[config.mk]
export PLATFORM = sky130hd
export DESIGN_NAME = bus_arbiter8
export DESIGN_NICKNAME = d
export VERILOG_FILES = /design/src/rtl/arb8_pkg.sv /design/src/rtl/arb8_prio_reg.sv /design/src/rtl/arb8_flush_gate.sv /design/src/rtl/arb8_core.sv /design/src/rtl/bus_arbiter8.sv
export SDC_FILE = /design/constraint.sdc
export NUM_CORES = 1
export LEC_CHECK = 0
export CAP_MARGIN = 20
export CORE_MARGIN = 2
export CORE_UTILIZATION = 36
export CTS_CLUSTER_SIZE = 24
export DETAILED_ROUTE_END_ITERATION = 12
export GPL_ROUTABILITY_DRIVEN = 0
export PLACE_DENSITY_LB_ADDON = 0.05
export REMOVE_ABC_BUFFERS = 1
export SLEW_MARGIN = 20
export SYNTH_ARGS = -nofsm -noshare
export SYNTH_HDL_FRONTEND = slang
export SYNTH_SLANG_ARGS = --single-unit
[constraint.sdc]
create_clock -name clk -period 4.4 [get_ports clk]
set_input_delay 0.88 -clock clk [delete_from_list [all_inputs] [get_ports clk]]
set_output_delay 0.88 -clock clk [all_outputs]
set_load 0.05 [all_outputs]
[src/rtl/arb8_pkg.sv]
package arb8_pkg;
    typedef enum logic [1:0] {
        ST_OFF  = 2'd0,
        ST_PARK = 2'd1,
        ST_OWN  = 2'd2
    } arb_state_t;

    typedef enum logic [1:0] {
        FG_IDLE = 2'd0,
        FG_REQ  = 2'd1,
        FG_PASS = 2'd2
    } fg_state_t;

    localparam logic [7:0] PRIO_CFG_INDEX = 8'h80;
endpackage

[src/rtl/arb8_prio_reg.sv]
module arb8_prio_reg #(
    parameter int          NM      = 8,
    parameter logic [7:0]  CFG_IDX = 8'h80
) (
    input  logic          clk,
    input  logic          rst_n,
    input  logic          we,
    input  logic [7:0]    addr,
    input  logic [NM-1:0] wdata,
    output logic [NM-1:0] hp
);
    always_ff @(posedge clk) begin
        if (!rst_n) begin
            hp <= '0;
        end else if (we && (addr == CFG_IDX)) begin
            hp <= wdata;
        end
    end
endmodule

[src/rtl/arb8_flush_gate.sv]
module arb8_flush_gate
    import arb8_pkg::*;
(
    input  logic clk,
    input  logic rst_n,
    input  logic active,
    input  logic bridge_req,
    input  logic ack,
    output logic flush_req,
    output logic fwd_req
);
    fg_state_t state_q, state_d;

    always_ff @(posedge clk) begin
        if (!rst_n) state_q <= FG_IDLE;
        else        state_q <= state_d;
    end

    always_comb begin
        state_d = state_q;
        unique case (state_q)
            FG_IDLE: if (bridge_req) state_d = FG_REQ;
            FG_REQ: begin
                if (!bridge_req) state_d = FG_IDLE;
                else if (ack)    state_d = FG_PASS;
            end
            FG_PASS: if (!bridge_req) state_d = FG_IDLE;
            default: state_d = FG_IDLE;
        endcase
        if (!active) state_d = FG_IDLE;
    end

    always_comb begin
        flush_req = (state_q != FG_IDLE);
        fwd_req   = (state_q == FG_PASS) && bridge_req;
    end
endmodule

[src/rtl/arb8_core.sv]
module arb8_core
    import arb8_pkg::*;
#(
    parameter int NM = 8
) (
    input  logic          clk,
    input  logic          rst_n,
    input  logic          en,
    input  logic          bus_idle,
    input  logic [NM-1:0] req,
    input  logic [NM-1:0] hp,
    output logic [NM-1:0] gnt
);
    localparam int IW = (NM > 1) ? $clog2(NM) : 1;
    localparam logic [IW-1:0] LAST_INIT = IW'(NM - 1);

    arb_state_t    state_q, state_d;
    logic [IW-1:0] owner_q, owner_d;
    logic [IW-1:0] last_q, last_d;
    logic [NM-1:0] served_q, served_d;

    logic [NM-1:0] pend, base, keep, hi, own_mask;
    logic [IW-1:0] win;
    logic          take;

    function automatic logic [IW-1:0] rr_pick(input logic [NM-1:0] cand,
                                              input logic [IW-1:0] from);
        logic [IW-1:0] res;
        logic          found;
        res   = from;
        found = 1'b0;
        for (int k = 1; k <= NM; k++) begin
            logic [IW-1:0] idx;
            idx = IW'((int'(from) + k) % NM);
            if (!found && cand[idx]) begin
                res   = idx;
                found = 1'b1;
            end
        end
        return res;
    endfunction

    always_ff @(posedge clk) begin
        if (!rst_n) begin
            state_q  <= ST_PARK;
            owner_q  <= '0;
            last_q   <= LAST_INIT;
            served_q <= '0;
        end else begin
            state_q  <= state_d;
            owner_q  <= owner_d;
            last_q   <= last_d;
            served_q <= served_d;
        end
    end

    always_comb begin
        own_mask = NM'(1) << owner_q;
        pend     = req & ~served_q;
        if (pend == '0) begin
            base = req;
            keep = '0;
        end else begin
            base = pend;
            keep = served_q;
        end
        hi  = base & hp;
        win = rr_pick((hi != '0) ? hi : base, last_q);

        state_d  = state_q;
        owner_d  = owner_q;
        last_d   = last_q;
        served_d = served_q;
        take     = 1'b0;

        unique case (state_q)
            ST_OFF: ;
            ST_PARK: if (req != '0) take = 1'b1;
            ST_OWN: begin
                if (!req[owner_q])
                    state_d = ST_PARK;
                else if (bus_idle && ((req & ~own_mask) != '0))
                    take = 1'b1;
            end
            default: state_d = ST_PARK;
        endcase

        if (take) begin
            state_d  = ST_OWN;
            owner_d  = win;
            last_d   = win;
            served_d = keep | (NM'(1) << win);
        end
        if (!en) state_d = ST_OFF;
    end

    always_comb begin
        gnt = (state_q == ST_OWN) ? own_mask : '0;
    end
endmodule

[src/rtl/bus_arbiter8.sv]
module bus_arbiter8
    import arb8_pkg::*;
#(
    parameter int N_EXT = 5,
    parameter int NM    = N_EXT + 3
) (
    input  logic             clk,
    input  logic             rst_n,
    input  logic             arb_strap,
    input  logic             bus_idle,
    input  logic             cfg_we,
    input  logic [7:0]       cfg_addr,
    input  logic [NM-1:0]    cfg_wdata,
    input  logic             flush_sel,
    input  logic             gat_mode,
    input  logic [1:0]       int_req,
    output logic [1:0]       int_gnt,
    input  logic             cpu_req_n,
    output logic             cpu_gnt_n,
    input  logic [N_EXT-1:0] ext_req_n,
    output logic [N_EXT-1:0] ext_gnt_n,
    output logic [1:0]       pt_req_n,
    input  logic [1:0]       pt_gnt_n
);
    localparam int EXT_BASE = 3;
    localparam int FL_PAIR  = N_EXT - 1;

    logic          arb_en;
    logic          flush_mode, gat_active;
    logic          flush_req, bridge_fwd;
    logic [NM-1:0] req_vec, gnt_vec, hp_vec;

    always_ff @(posedge clk) begin
        if (!rst_n) arb_en <= arb_strap;
    end

    assign flush_mode = arb_en && flush_sel;
    assign gat_active = flush_mode && gat_mode;

    arb8_prio_reg #(.NM(NM), .CFG_IDX(PRIO_CFG_INDEX)) prio_i (
        .clk   (clk),
        .rst_n (rst_n),
        .we    (cfg_we),
        .addr  (cfg_addr),
        .wdata (cfg_wdata),
        .hp    (hp_vec)
    );

    arb8_flush_gate flush_i (
        .clk        (clk),
        .rst_n      (rst_n),
        .active     (gat_active),
        .bridge_req (int_req[0]),
        .ack        (~ext_req_n[FL_PAIR]),
        .flush_req  (flush_req),
        .fwd_req    (bridge_fwd)
    );

    assign req_vec[0] = gat_active ? bridge_fwd : int_req[0];
    assign req_vec[1] = int_req[1];
    assign req_vec[2] = ~cpu_req_n;

    for (genvar g = 0; g < N_EXT; g++) begin : g_ext
        if (g == FL_PAIR) begin : g_flush_pair
            assign req_vec[EXT_BASE+g] = ~ext_req_n[g] & ~flush_mode;
            assign ext_gnt_n[g] = flush_mode ? ~flush_req : ~gnt_vec[EXT_BASE+g];
        end else begin : g_plain_pair
            assign req_vec[EXT_BASE+g] = ~ext_req_n[g];
            assign ext_gnt_n[g] = ~gnt_vec[EXT_BASE+g];
        end
    end

    arb8_core #(.NM(NM)) core_i (
        .clk      (clk),
        .rst_n    (rst_n),
        .en       (arb_en),
        .bus_idle (bus_idle),
        .req      (req_vec),
        .hp       (hp_vec),
        .gnt      (gnt_vec)
    );

    always_comb begin
        cpu_gnt_n = ~gnt_vec[2];
        if (arb_en) begin
            int_gnt  = gnt_vec[1:0];
            pt_req_n = 2'b11;
        end else begin
            int_gnt  = ~pt_gnt_n;
            pt_req_n = ~int_req;
        end
    end
endmodule

==> out/qor.txt, run 1 <==
Global route overflow - 0
RR Startpoint - arb_en
Critical path endpoint category - flop
Avg Cell Area, Syn - 7.67 um^2
Rows - 33
Worst setup margin - -0.115 ns
Root Buffer - clkbuf_8
Antenna diodes - 0
Clock skew - 0.00547 ns
Most crowded layer after global routing - met2
Hpwl dp - 8.23 mm
Largest family of logic cells by synthesized area - compound AO/OA/AOI/OAI gates
Final worst path period share - 103%
Gate power share - 82.0%
Reg2reg path depth - 16
Worst setup SP type - primary input
Vias per cell - 5.69
Yosys warns - 0
Post-Route WL - 10.7 mm
I/O pin total - 43
Avg WL per Cell - 17.2 um
Switching pwr - 1.46 mW
Top cells by area, synth - dfxtp_1 17%, mux2i_1 5.7%, nand2_1 5.5%, mux4_2 5.3%, nor2_1 3.9%
CTS Buf Count - 3
GRT met3 Usage - 1.58%
Fillers - 782
Register bit total from synthesis - 27
RSZ-0062 raised after global routing - true
Maximum VDD drop - 0.388 mV
Netlist cell types - 79
Die width - 95.0 um
IO buf count - 42
Core ar. - 8130 um^2
Clock power frac - 4.6%
Slew Viols, Final - 0
Worst min-delay path class - flop to flop
H-tree levels - 1
Vias in the first global route - 3570
CTS tree - done
Worst path depth - 17
CP most frequent cell - buf_6
Met1 GRT Util - 30.9%
Multiplexer area fraction after synthesis - 12.1%
CP top delay family - simple AND/OR/NAND/NOR gates
CP Capture Point - core_i.owner_q[0]
GRT Total Usage - 24.8%
Die ar. - 9030 um^2
Crit. Startpoint - int_req[1]
Final nets - 552
CP bufs+invs - 4
Synthesized cell area - 2980 um^2
Max_cap viols - 0
Post-synth EDFFs - 1
1st-pass router iterations - 4
1st-iter DRT viols - 138
Sw Ratio - 47.9%
Synth Flop Type - dfxtp_1
Final hold vios - 0
Required time of the critical path - 4.61 ns
Register area - 551 um^2
Register area share after synthesis - 18.4%
Setup CP Type - primary input to flop
Post-Synth Adder-Cell Area - 2.10%
First-pass GRT wire length - 17.7 mm
Rel. slew slack - 61.8%
Area of the multi-input gates - 2500 um^2
Reg power frac - 13.3%
CP Cell Sequence - buf_6 > or2b_4 > o21ai_2 > o31a_1 > or3b_4 > and3_4 > a21o_1 > mux4_2 > mux2_4 > or3_4 > buf_6 > or4b_4 > buf_6 > a211oi_2 > buf_4 > mux2i_1 > nor2_1
Clock Path Buffers - 2
Slowest stage delay, CP - 0.50 ns
CP max stage cell - or4b_4
RR Endpoint - core_i.owner_q[0]
Largest net degree at the start of global routing - 28
DRC Markers - 0
Worst reg2reg setup slack - 0.15 ns
Worst-Margin Slew - 0.571 ns
Via count - 3515
Worst skew pair latency - 0.27 ns
Crit path DAT - 4.73 ns
GR Util met2 - 46.1%
CTS sink cnt - 27
Layout Cells excl Fill - 618
Starting Density - 36.7%
Final setup fails - 10
Failing checks - negative setup slack
Max Fclk - 221 MHz
Power Density - 687 nW/um^2
Placed insts - 603
Post-route antenna net violation count - 0
Layout cells sized above 1 - 32.4%
Cell taking the most area after synthesis - dfxtp_1
Post-synthesis simple-gate area fraction - 28.6%
Fin crit period - 4.52 ns
P&R area growth vs syn - 48.6%
Top cell type's share of synthesized area - 17.4%
Hold Startpoint - flush_i.state_q[1]
Worst-path fanout max - 7
Async set or reset register ratio after synthesis - 0%
Antenna violations before repair - 0
Status - finished, violations left
Fraction of the mapped netlist area in compound gates - 32.4%
Die Ht - 95.0 um
Lkg Pwr - 1.78 nW
Clock transition at path regs - 0.09 ns
P_int - 1.59 mW
Synth Area in XOR/XNOR - 0.881%
Worst hold margin - 0.471 ns
Syn Inst Count - 389
## synthesized netlist by cell type (4+ instances only)
cell and n:
inv_1 10, dfxtp_1 26, o31a_1 5, o211ai_1 12, nand3_1 19, o31ai_1 11, nand4_1 10, buf_2 5
and2_1 5, a32o_1 4, nor2b_1 8, nor2_1 31, o21a_1 6, nor3_1 13, mux2i_1 17, ha_1 5
a211oi_1 4, nand2b_1 8, o21ai_0 20, mux4_2 7, clkbuf_1 13, a21oi_1 16, or2_2 6, nand2_1 44
## metal layers
layer	share of wire (%)	routed length (um)
met3	4.3	454
met4	1.4	153
met1	44	4660
met2	51	5390
met5	0	0
## final cells by class
type                       instances  share of cell area, %
timing repair buffer             142                   26.2
clock buffer                       4                   1.02
multi-input combinational        329                   56.4
tap                              105                   2.96
sequential                        27                   12.4
inverter                          11                  0.931
## cell families after synthesis
logic type,after synthesis
compound gates,127
xor+xnor,3
fa+ha+maj,5
buf+inv,34
flops,27
mux,27
simple gates,166
## sequential cells by signal, summed over array words and instances, names as in the netlist
register,flops
arb_en,1
flush_i.state_q,2
core_i.state_q,2
prio_i.hp,8
core_i.owner_q,3
core_i.served_q,8
core_i.last_q,3
## worst reg2reg max path, delay by kind of cell, from the launching register on
| family | cells | cell delay, ns |
|---|---|---|
| AO/OA/AOI/OAI | 4 | 0.72 |
| flip-flops | 1 | 0.44 |
| AND/OR/NAND/NOR | 6 | 1.79 |
| buffers and inverters | 3 | 0.43 |
| multiplexers | 3 | 0.79 |
## stage by stage
stage          cell area (um^2)  setup WS, ns  TNS, ns  utilization (%)  total power, mW
2_1_floorplan              2860        -0.121   -0.522                -             1.66
3_3_place_gp               4090        -0.774    -9.02             50.3             2.63
3_5_place_dp               4090        -0.817    -9.56             50.3             2.64
4_1_cts                    4300        -0.147   -0.964             52.8             2.87
5_1_grt                    4440        -0.237    -1.88             54.5             3.28
6_report                   4440        -0.115   -0.764             54.5             3.05
## timing repair
action                                 4_1_cts  5_1_grt
setup endpoints to repair                   14       14
pin swaps                                   16       17
buffers inserted                             5        4
endpoints found under the hold margin        0        0
cloned                                       2        0
resized for setup                           51       23
hold buffers                                 0        0
## worst min path at each step
stage                          to  depth (start not counted)  slack [ns]
2_1_floorplan  flush_i.state_q[0]                          1        0.44
3_3_place_gp   flush_i.state_q[0]                          1        0.45
3_5_place_dp   flush_i.state_q[0]                          1        0.46
4_1_cts        flush_i.state_q[0]                          1        0.48
5_1_grt        flush_i.state_q[0]                          1        0.51
6_report       flush_i.state_q[0]                          1        0.47
## power groups by stage
stage	registers [mW]	logic (mW)	clock network, mW
finish	0.406	2.50	0.141
global route	0.417	2.70	0.156
CTS	0.400	2.33	0.143
detailed placement	0.396	2.24	0
global placement	0.397	2.23	0
floorplan	0.418	1.25	0
## layout by cell type, fill, tap and decap left out, types with 3 or more instances in the layout
cell type        instances
nor3_1                  12
a32o_1                   4
nor2_1                  31
dfxtp_1                 26
mux2i_1                 16
or3_1                    3
o31ai_4                  3
o21ai_1                  5
mux4_2                   7
a211oi_1                 3
o21a_1                   6
o221ai_4                 3
o221ai_1                 3
nand2b_1                 8
or2_2                    6
inv_1                   10
clkbuf_8                 3
nor2b_1                  8
o31a_1                   5
o31ai_2                  3
ha_1                     5
nand2_1                 43
buf_2                    5
clkdlybuf4s50_1         32
nand3_1                 19
a21oi_1                 16
nand3b_1                 3
and2_1                   5
nand4_1                 10
buf_4                   95
buf_6                    6
o21ai_0                 17
o31ai_1                  5
o211ai_1                12
No activity file was read; power rests on OpenSTA's default activity.
==> inputs of run 2 (changes only) <==
- SYNTH_HIERARCHICAL: default -> 1
==> run 2 against run 1 <==
The flow still finishes with violations (negative setup slack). Clock-buffer cell count fell by 1. Sequential share of layout area down 1.9 points. Non-clock buffer count rose by 15. Clock power rose by 9%. Die area up 8.9%. Clock skew down 0.0014 ns. Critical endpoint is now core_i/served_q[4]. Largest power group unchanged. Highest routed layer unchanged.
==> out/qor.txt, run 2 <==
P&R area growth vs syn - 60.7% (was 48.6%)
Placed insts - 647 (was 603)
Post-Route WL - 13.3 mm (was 10.7 mm)
GRT Total Usage - 25.9% (was 24.8%)
Register bit total from synthesis - 27 (unchanged)
Sw Ratio - 50.2% (was 47.9%)
Vias per cell - 5.93 (was 5.69)
Netlist cell types - 75 (was 79)
Vias in the first global route - 3949 (was 3570)
Die width - 99.2 um (was 95.0 um)
Antenna violations before repair - 0 (unchanged)
Commonest non-fill, non-tap cell in the layout - buf_4 (unchanged)
Setup CP Type - primary input to flop (unchanged)
Post-route antenna net violation count - 0 (unchanged)
Synth Flop Type - dfxtp_1 (unchanged)
IO buf count - 42 (unchanged)
Worst-path fanout max - 5 (was 7)
CP top delay family - compound AO/OA/AOI/OAI gates (was simple AND/OR/NAND/NOR gates)
Max Fclk - 217 MHz (was 221 MHz)
Syn Inst Count - 431 (was 389)
Core ar. - 8760 um^2 (was 8130 um^2)
Post-synth top cells - 80 x nand2_1, 26 x dfxtp_1, 26 x inv_1, 26 x nor2_1, 19 x mux2i_1 (was 44 x nand2_1, 31 x nor2_1, 26 x dfxtp_1)
Cell taking the most area after synthesis - dfxtp_1 (unchanged)
Rel. slew slack - 30.7% (was 61.8%)
DRC Markers - 0 (unchanged)
Yosys warns - 6 (was 0)
Maximum VDD drop - 0.444 mV (was 0.388 mV)
Global route overflow - 0 (unchanged)
Most frequent cells in the layout - 102 x buf_4, 78 x nand2_1, 34 x clkdlybuf4s50_1 (was 95 x buf_4, 43 x nand2_1, 32 x clkdlybuf4s50_1)
Clock power frac - 4.3% (was 4.6%)
Biggest regs - core_i/served_q: 8 flops, prio_i/hp: 8 flops (was core_i.served_q: 8 flops, prio_i.hp: 8 flops)
Die ar. - 9840 um^2 (was 9030 um^2)
Worst setup margin - -0.215 ns (was -0.115 ns)
Top cells by area, synth - dfxtp_1 16%, nand2_1 9.2%, mux4_2 6.9%, mux2i_1 5.8%, o32ai_1 4.6% (was dfxtp_1 17%, mux2i_1 5.7%, nand2_1 5.5%, mux4_2 5.3%, nor2_1 3.9%)
Final worst path period share - 105% (was 103%)
Top cell type's share of synthesized area - 16.0% (was 17.4%)
Register area share after synthesis - 16.9% (was 18.4%)
Switching pwr - 1.80 mW (was 1.46 mW)
Die Ht - 99.2 um (was 95.0 um)
P_int - 1.78 mW (was 1.59 mW)
Avg Cell Area, Syn - 7.57 um^2 (was 7.67 um^2)
Status - finished, violations left (unchanged)
Avg WL per Cell - 19.5 um (was 17.2 um)
CP bufs+invs - 5 (was 4)
Final hold vios - 0 (unchanged)
Slew Viols, Final - 0 (unchanged)
Post-synth EDFFs - 1 (unchanged)
Slowest stage delay, CP - 0.39 ns (was 0.50 ns)
Dpl cell area - 4390 um^2 (was 4090 um^2)
H-tree levels - 1 (unchanged)
First-pass GRT wire length - 20.4 mm (was 17.7 mm)
Largest net degree at the start of global routing - 27 (was 28)
Synthesized cell area - 3260 um^2 (was 2980 um^2)
Final nets - 611 (was 552)
Setup TNS Final - -1.87 ns (was -0.764 ns)
Worst setup SP type - primary input (unchanged)
Gate power share - 85.2% (was 82.0%)
RSZ-0062 raised after global routing - true (unchanged)
Worst skew pair latency - 0.28 ns (was 0.27 ns)
Fin crit period - 4.62 ns (was 4.52 ns)
Clock Path Buffers - 2 (unchanged)
Via count - 4033 (was 3515)
Failing checks - negative setup slack (unchanged)
Root Buffer - clkbuf_8 (unchanged)
Async set or reset register ratio after synthesis - 0% (unchanged)
Hpwl dp - 9.58 mm (was 8.23 mm)
Worst-Margin Slew - 1.03 ns (was 0.571 ns)
Final setup fails - 13 (was 10)
Crit path DAT - 4.81 ns (was 4.73 ns)
Layout Cells excl Fill - 680 (was 618)
I/O pin total - 43 (unchanged)
1st-iter DRT viols - 341 (was 138)
Final core occ - 59.8% (was 54.5%)
Lkg Pwr - 2.08 nW (was 1.78 nW)
Max_cap viols - 0 (unchanged)
Worst min-delay path class - flop to flop (unchanged)
Design Area, Final - 5240 um^2 (was 4440 um^2)
CP Cell Sequence - buf_6 > and3_4 > mux2_4 > nor2b_4 > a2111oi_4 > nand2_4 > a21boi_4 > a2111oi_4 > a221oi_2 > buf_4 > nor3_4 > o31a_1 > buf_4 > buf_6 > a2111oi_4 > a211oi_2 > o22a_1 > buf_6 > o41ai_4 (was buf_6 > or2b_4 > o21ai_2 > o31a_1 > or3b_4 > and3_4 > a21o_1 > mux4_2 > mux2_4 > or3_4 > buf_6 > or4b_4 > buf_6 > a211oi_2 > buf_4 > mux2i_1 > nor2_1)
Power Density - 683 nW/um^2 (was 687 nW/um^2)
CTS sink cnt - 27 (unchanged)
Clock transition at path regs - 0.10 ns (was 0.09 ns)
Clock skew - 0.00406 ns (was 0.00547 ns)
Worst hold margin - 0.490 ns (was 0.471 ns)
1st-pass router iterations - 6 (was 4)
CP max stage cell - a221oi_2 (was or4b_4)
Layout cells sized above 1 - 38.5% (was 32.4%)
Most common cell in the netlist - nand2_1 (unchanged)
Required time of the critical path - 4.59 ns (was 4.61 ns)
Reg power frac - 10.5% (was 13.3%)
CTS tree - done (unchanged)
Rows - 34 (was 33)
CTS Buf Count - 3 (unchanged)
Critical path endpoint category - flop (unchanged)
Starting Density - 37.2% (was 36.7%)
Antenna diodes - 0 (unchanged)
## run 2: cell types whose count changed after synthesis, sizes merged, moves of 5 or more
cell	previous run	this run
o211ai	12	7
nor3	13	18
a211oi	7	2
nand4	11	1
o32ai	1	17
a21oi	18	24
nand2	44	81
inv	11	26
nor2	31	26
o31ai	11	3
nand3	19	12
## run 2: cell families (layout without fill, tap and decap cells)
kind of cell / count (synthesis) / count (layout) / share of synthesized area (%)
XOR/XNOR: 7 / 7 / 1.88
AO/OA/AOI/OAI: 133 / 135 / 33.1
AND/OR/NAND/NOR: 175 / 176 / 25.8
buffers and inverters: 51 / 189 / 6.25
multiplexers: 33 / 33 / 14.2
adder cells (fa/ha/maj): 5 / 5 / 1.92
flip-flops: 27 / 27 / 16.9
## run 2: power by group through the flow
| stage | Sequential, mW | Combinational (mW) | Clock (mW) |
|---|---|---|---|
| floorplan | 0.386 | 1.29 | 0 |
| global placement | 0.370 | 2.19 | 0 |
| detailed placement | 0.368 | 2.21 | 0 |
| CTS | 0.372 | 2.58 | 0.158 |
| global route | 0.382 | 3.23 | 0.164 |
| finish | 0.378 | 3.05 | 0.154 |
## run 2: stage by stage
step | power, mW | setup WS [ns]
after global routing | 3.78 | -0.362
after floorplan | 1.68 | -0.565
after detailed placement | 2.57 | -1.23
final | 3.58 | -0.215
after CTS | 3.11 | -0.115
after global placement | 2.56 | -1.15
## run 2: layer usage
metal	GRT usage [%]	vias to the layer above	wire length [um]
li1	-	1906	-
met1	36.6	1932	5990
met2	41.1	169	6170
met3	4.08	26	885
met4	6.85	0	201
met5	0	-	0
## run 2: worst paths after layout
path                            slack [ns]               start  cells past startpoint                 end
worst max-delay path                 -0.22           flush_sel                     19  core_i/served_q[4]
worst min-delay path                  0.49  flush_i/state_q[0]                      1  flush_i/state_q[0]
worst max register to register        0.06              arb_en                     18  core_i/served_q[4]
worst min register to register        0.49  flush_i/state_q[0]                      1  flush_i/state_q[0]
## run 2: final cells by class
cell class / instances / area, um^2
Fill cell: 783 / 3520
Multi-Input combinational cell: 356 / 3070
Timing Repair Buffer: 157 / 1330
Sequential cell: 27 / 551
Tap cell: 108 / 135
Inverter: 28 / 106
Clock buffer: 3 / 41.3
Clock inverter: 1 / 6.26
## run 2: timing repair
action / CTS / global route
buffers inserted: 16 / 11
hold endpoints to repair: 0 / 0
setup endpoints to repair: 14 / 14
hold buffers: 0 / 0
pin swaps: 32 / 27
gates resized for setup: 80 / 44
cloned: 3 / 0
==> inputs of run 3 (changes only) <==
==> constraint.sdc (replaced) <==
create_clock -name clk -period 4.4 [get_ports clk]
set_input_delay 0.66 -clock clk [delete_from_list [all_inputs] [get_ports clk]]
set_output_delay 0.66 -clock clk [all_outputs]
set_load 0.05 [all_outputs]
==> run 3 against run 2 <==
The flow still finishes with violations (negative setup slack). Via count decreased by 0.27%. Register-to-register slack worse by 0.05 ns. Sequential power down 1%. Fmax rose by 4.0%. Critical path type unchanged. Die area stayed put. Sequential share of layout area up 0.097 points.
==> out/qor.txt, run 3 (synthesis gave the netlist of run 2 again) <==
CTS sink cnt - 27 (unchanged)
Switching pwr - 1.70 mW (was 1.80 mW)
Worst setup SP type - primary input (unchanged)
Reg2reg path depth - 18 (unchanged)
Commonest non-fill, non-tap cell in the layout - buf_4 (unchanged)
Post-Route WL - 13.0 mm (was 13.3 mm)
Worst-path fanout max - 6 (was 5)
Maximum VDD drop - 0.370 mV (was 0.444 mV)
WHS Path Cells - 1 (unchanged)
Starting Density - 37.2% (unchanged)
Required time of the critical path - 4.60 ns (was 4.59 ns)
I/O pin total - 43 (unchanged)
Die width - 99.2 um (unchanged)
Worst reg2reg setup slack - 0.01 ns (was 0.06 ns)
Max_cap viols - 0 (unchanged)
Tot Pwr - 3.41 mW (was 3.58 mW)
Worst min-delay path class - flop to flop (unchanged)
Root Buffer - clkbuf_8 (unchanged)
Die Ht - 99.2 um (unchanged)
CP max stage cell - a221oi_2 (unchanged)
Max Fclk - 225 MHz (was 217 MHz)
Gate power share - 84.4% (was 85.2%)
Final nets - 610 (was 611)
Layout cells sized above 1 - 38.2% (was 38.5%)
Hold Buf Count CTS - 0 (unchanged)
Rows - 34 (unchanged)
RSZ-0062 raised after global routing - true (unchanged)
Hold Startpoint - flush_i/state_q[0] (unchanged)
Critical path endpoint category - flop (unchanged)
1st-pass router iterations - 5 (was 6)
1st-iter DRT viols - 328 (was 341)
P&R area growth vs syn - 59.5% (was 60.7%)
IO buf count - 42 (unchanged)
Setup TNS Final - -0.0600 ns (was -1.87 ns)
CP Cell Sequence - buf_6 > and3_4 > mux2_4 > nor2b_4 > a2111oi_4 > nand2_4 > buf_6 > a21oi_4 > a2111oi_4 > a221oi_2 > buf_4 > nor3_4 > o31a_1 > buf_4 > a2111oi_4 > a211oi_2 > o22a_1 > buf_6 > o41ai_2 (was buf_6 > and3_4 > mux2_4 > nor2b_4 > a2111oi_4 > nand2_4 > a21boi_4 > a2111oi_4 > a221oi_2 > buf_4 > nor3_4 > o31a_1 > buf_4 > buf_6 > a2111oi_4 > a211oi_2 > o22a_1 > buf_6 > o41ai_4)
Fin crit period - 4.44 ns (was 4.62 ns)
Lkg Pwr - 2.08 nW (about the same)
Hold Path End - flush_i/state_q[0] (unchanged)
Post-route antenna net violation count - 0 (unchanged)
Via count - 4022 (was 4033)
Status - finished, violations left (unchanged)
H-tree levels - 1 (unchanged)
Slowest stage delay, CP - 0.41 ns (was 0.39 ns)
Avg WL per Cell - 19.1 um (was 19.5 um)
P_int - 1.71 mW (was 1.78 mW)
CP bufs+invs - 5 (unchanged)
Setup CP Type - primary input to flop (unchanged)
Clock power frac - 4.6% (was 4.3%)
Power Density - 655 nW/um^2 (was 683 nW/um^2)
Final setup fails - 4 (was 13)
CTS tree - done (unchanged)
Slew Viols, Final - 0 (unchanged)
Clock transition at path regs - 0.11 ns (was 0.10 ns)
GRT Total Usage - 25.4% (was 25.9%)
Antenna diodes - 0 (unchanged)
Final hold vios - 0 (unchanged)
Worst-Margin Slew - 1.08 ns (was 1.03 ns)
Worst skew pair latency - 0.29 ns (was 0.28 ns)
Sw Ratio - 49.8% (was 50.2%)
Most frequent cells in the layout - 106 x buf_4, 80 x nand2_1, 34 x clkdlybuf4s50_1 (was 102 x buf_4, 78 x nand2_1, 34 x clkdlybuf4s50_1)
Reg power frac - 11.0% (was 10.5%)
Clock skew - 0.00763 ns (was 0.00406 ns)
Vias per cell - 5.92 (was 5.93)
Crit path DAT - 4.63 ns (was 4.81 ns)
Rel. slew slack - 27.5% (was 30.7%)
Layout Cells excl Fill - 679 (was 680)
Vias in the first global route - 3816 (was 3949)
CP top delay family - compound AO/OA/AOI/OAI gates (unchanged)
Failing checks - negative setup slack (unchanged)
Biggest regs - core_i/served_q: 8 flops, prio_i/hp: 8 flops (unchanged)
RR Startpoint - arb_en (unchanged)
Clock Path Buffers - 2 (unchanged)
Hpwl dp - 9.55 mm (was 9.58 mm)
Placed insts - 648 (was 647)
CTS Buf Count - 3 (unchanged)
DRC Markers - 0 (unchanged)
First-pass GRT wire length - 20.1 mm (was 20.4 mm)
Die ar. - 9840 um^2 (unchanged)
Worst setup margin - -0.0365 ns (was -0.215 ns)
Final worst path period share - 101% (was 105%)
Global route overflow - 0 (unchanged)
RR Endpoint - core_i/served_q[4] (unchanged)
Post-place setup slack - -0.977 ns (was -1.23 ns)
Antenna violations before repair - 0 (unchanged)
Largest net degree at the start of global routing - 27 (unchanged)
Core ar. - 8760 um^2 (unchanged)
==> run 3: changes by cell type in the layout (fill, tap and decap cells not counted), moves of 3 or more <==
cell,delta
buf_4,+4
inv_2,+3
buf_6,-5
inv_1,-3
==> run 3: layer usage <==
layer | wire length [um] | track usage, %
met5 | 0 | 0
met2 | 6020 | 39.9
met1 | 5840 | 36.9
met4 | 246 | 6.64
met3 | 865 | 3.16
==> run 3: cell type report <==
class,count,area (um^2)
Inverter,28,106
Multi-Input combinational cell,356,3050
Tap cell,108,135
Clock inverter,1,6.26
Timing Repair Buffer,156,1310
Fill cell,779,3560
Clock buffer,3,41.3
Sequential cell,27,552
==> run 3: worst register-to-register path, cell delays in order (launching register included) <==
cell and delay [ns]:
edfxtp_1 0.42, and3_4 0.18, mux2_4 0.30, nor2b_4 0.13
a2111oi_4 0.32, nand2_4 0.19, buf_6 0.18, a21oi_4 0.20
a2111oi_4 0.09, a221oi_2 0.41, buf_4 0.20, nor3_4 0.04
o31a_1 0.38, buf_4 0.18, a2111oi_4 0.29, a211oi_2 0.09
o22a_1 0.26, buf_6 0.15, o41ai_2 0.29
==> run 3: what timing repair did <==
action	in CTS	in global routing
buffers inserted	12	12
resized for setup	71	46
pin swaps	33	19
endpoints found under the hold margin	0	0
endpoints found under the setup margin	14	14
gates cloned	3	0
==> run 3: how the worst max path moves through the flow <==
stage                            start                  to  cells after the start
after floorplan               gat_mode  core_i/served_q[1]                     15
after global placement       flush_sel  core_i/served_q[2]                     17
after CTS                 ext_req_n[0]  core_i/served_q[6]                     16
after global routing          gat_mode  core_i/served_q[4]                     19
final                         gat_mode  core_i/served_q[4]                     19
after detailed placement     flush_sel  core_i/served_q[0]                     18
==> run 3: power groups by stage <==
stage / registers [mW] / logic (mW) / clock network, mW
finish: 0.374 / 2.88 / 0.157
global route: 0.382 / 3.05 / 0.167
CTS: 0.366 / 2.53 / 0.158
detailed placement: 0.367 / 2.19 / 0
global placement: 0.370 / 2.19 / 0
floorplan: 0.386 / 1.29 / 0
==> run 3: metrics by stage <==
step / area [um^2] / hold slack, ns / utilization [%]
final: 5210 / 0.437 / 59.4
after global routing: 5210 / 0.450 / 59.4
after CTS: 4920 / 0.496 / 56.1
after detailed placement: 4400 / 0.478 / 50.2
after global placement: 4400 / 0.469 / 50.2
after floorplan: 3160 / 0.427 / -
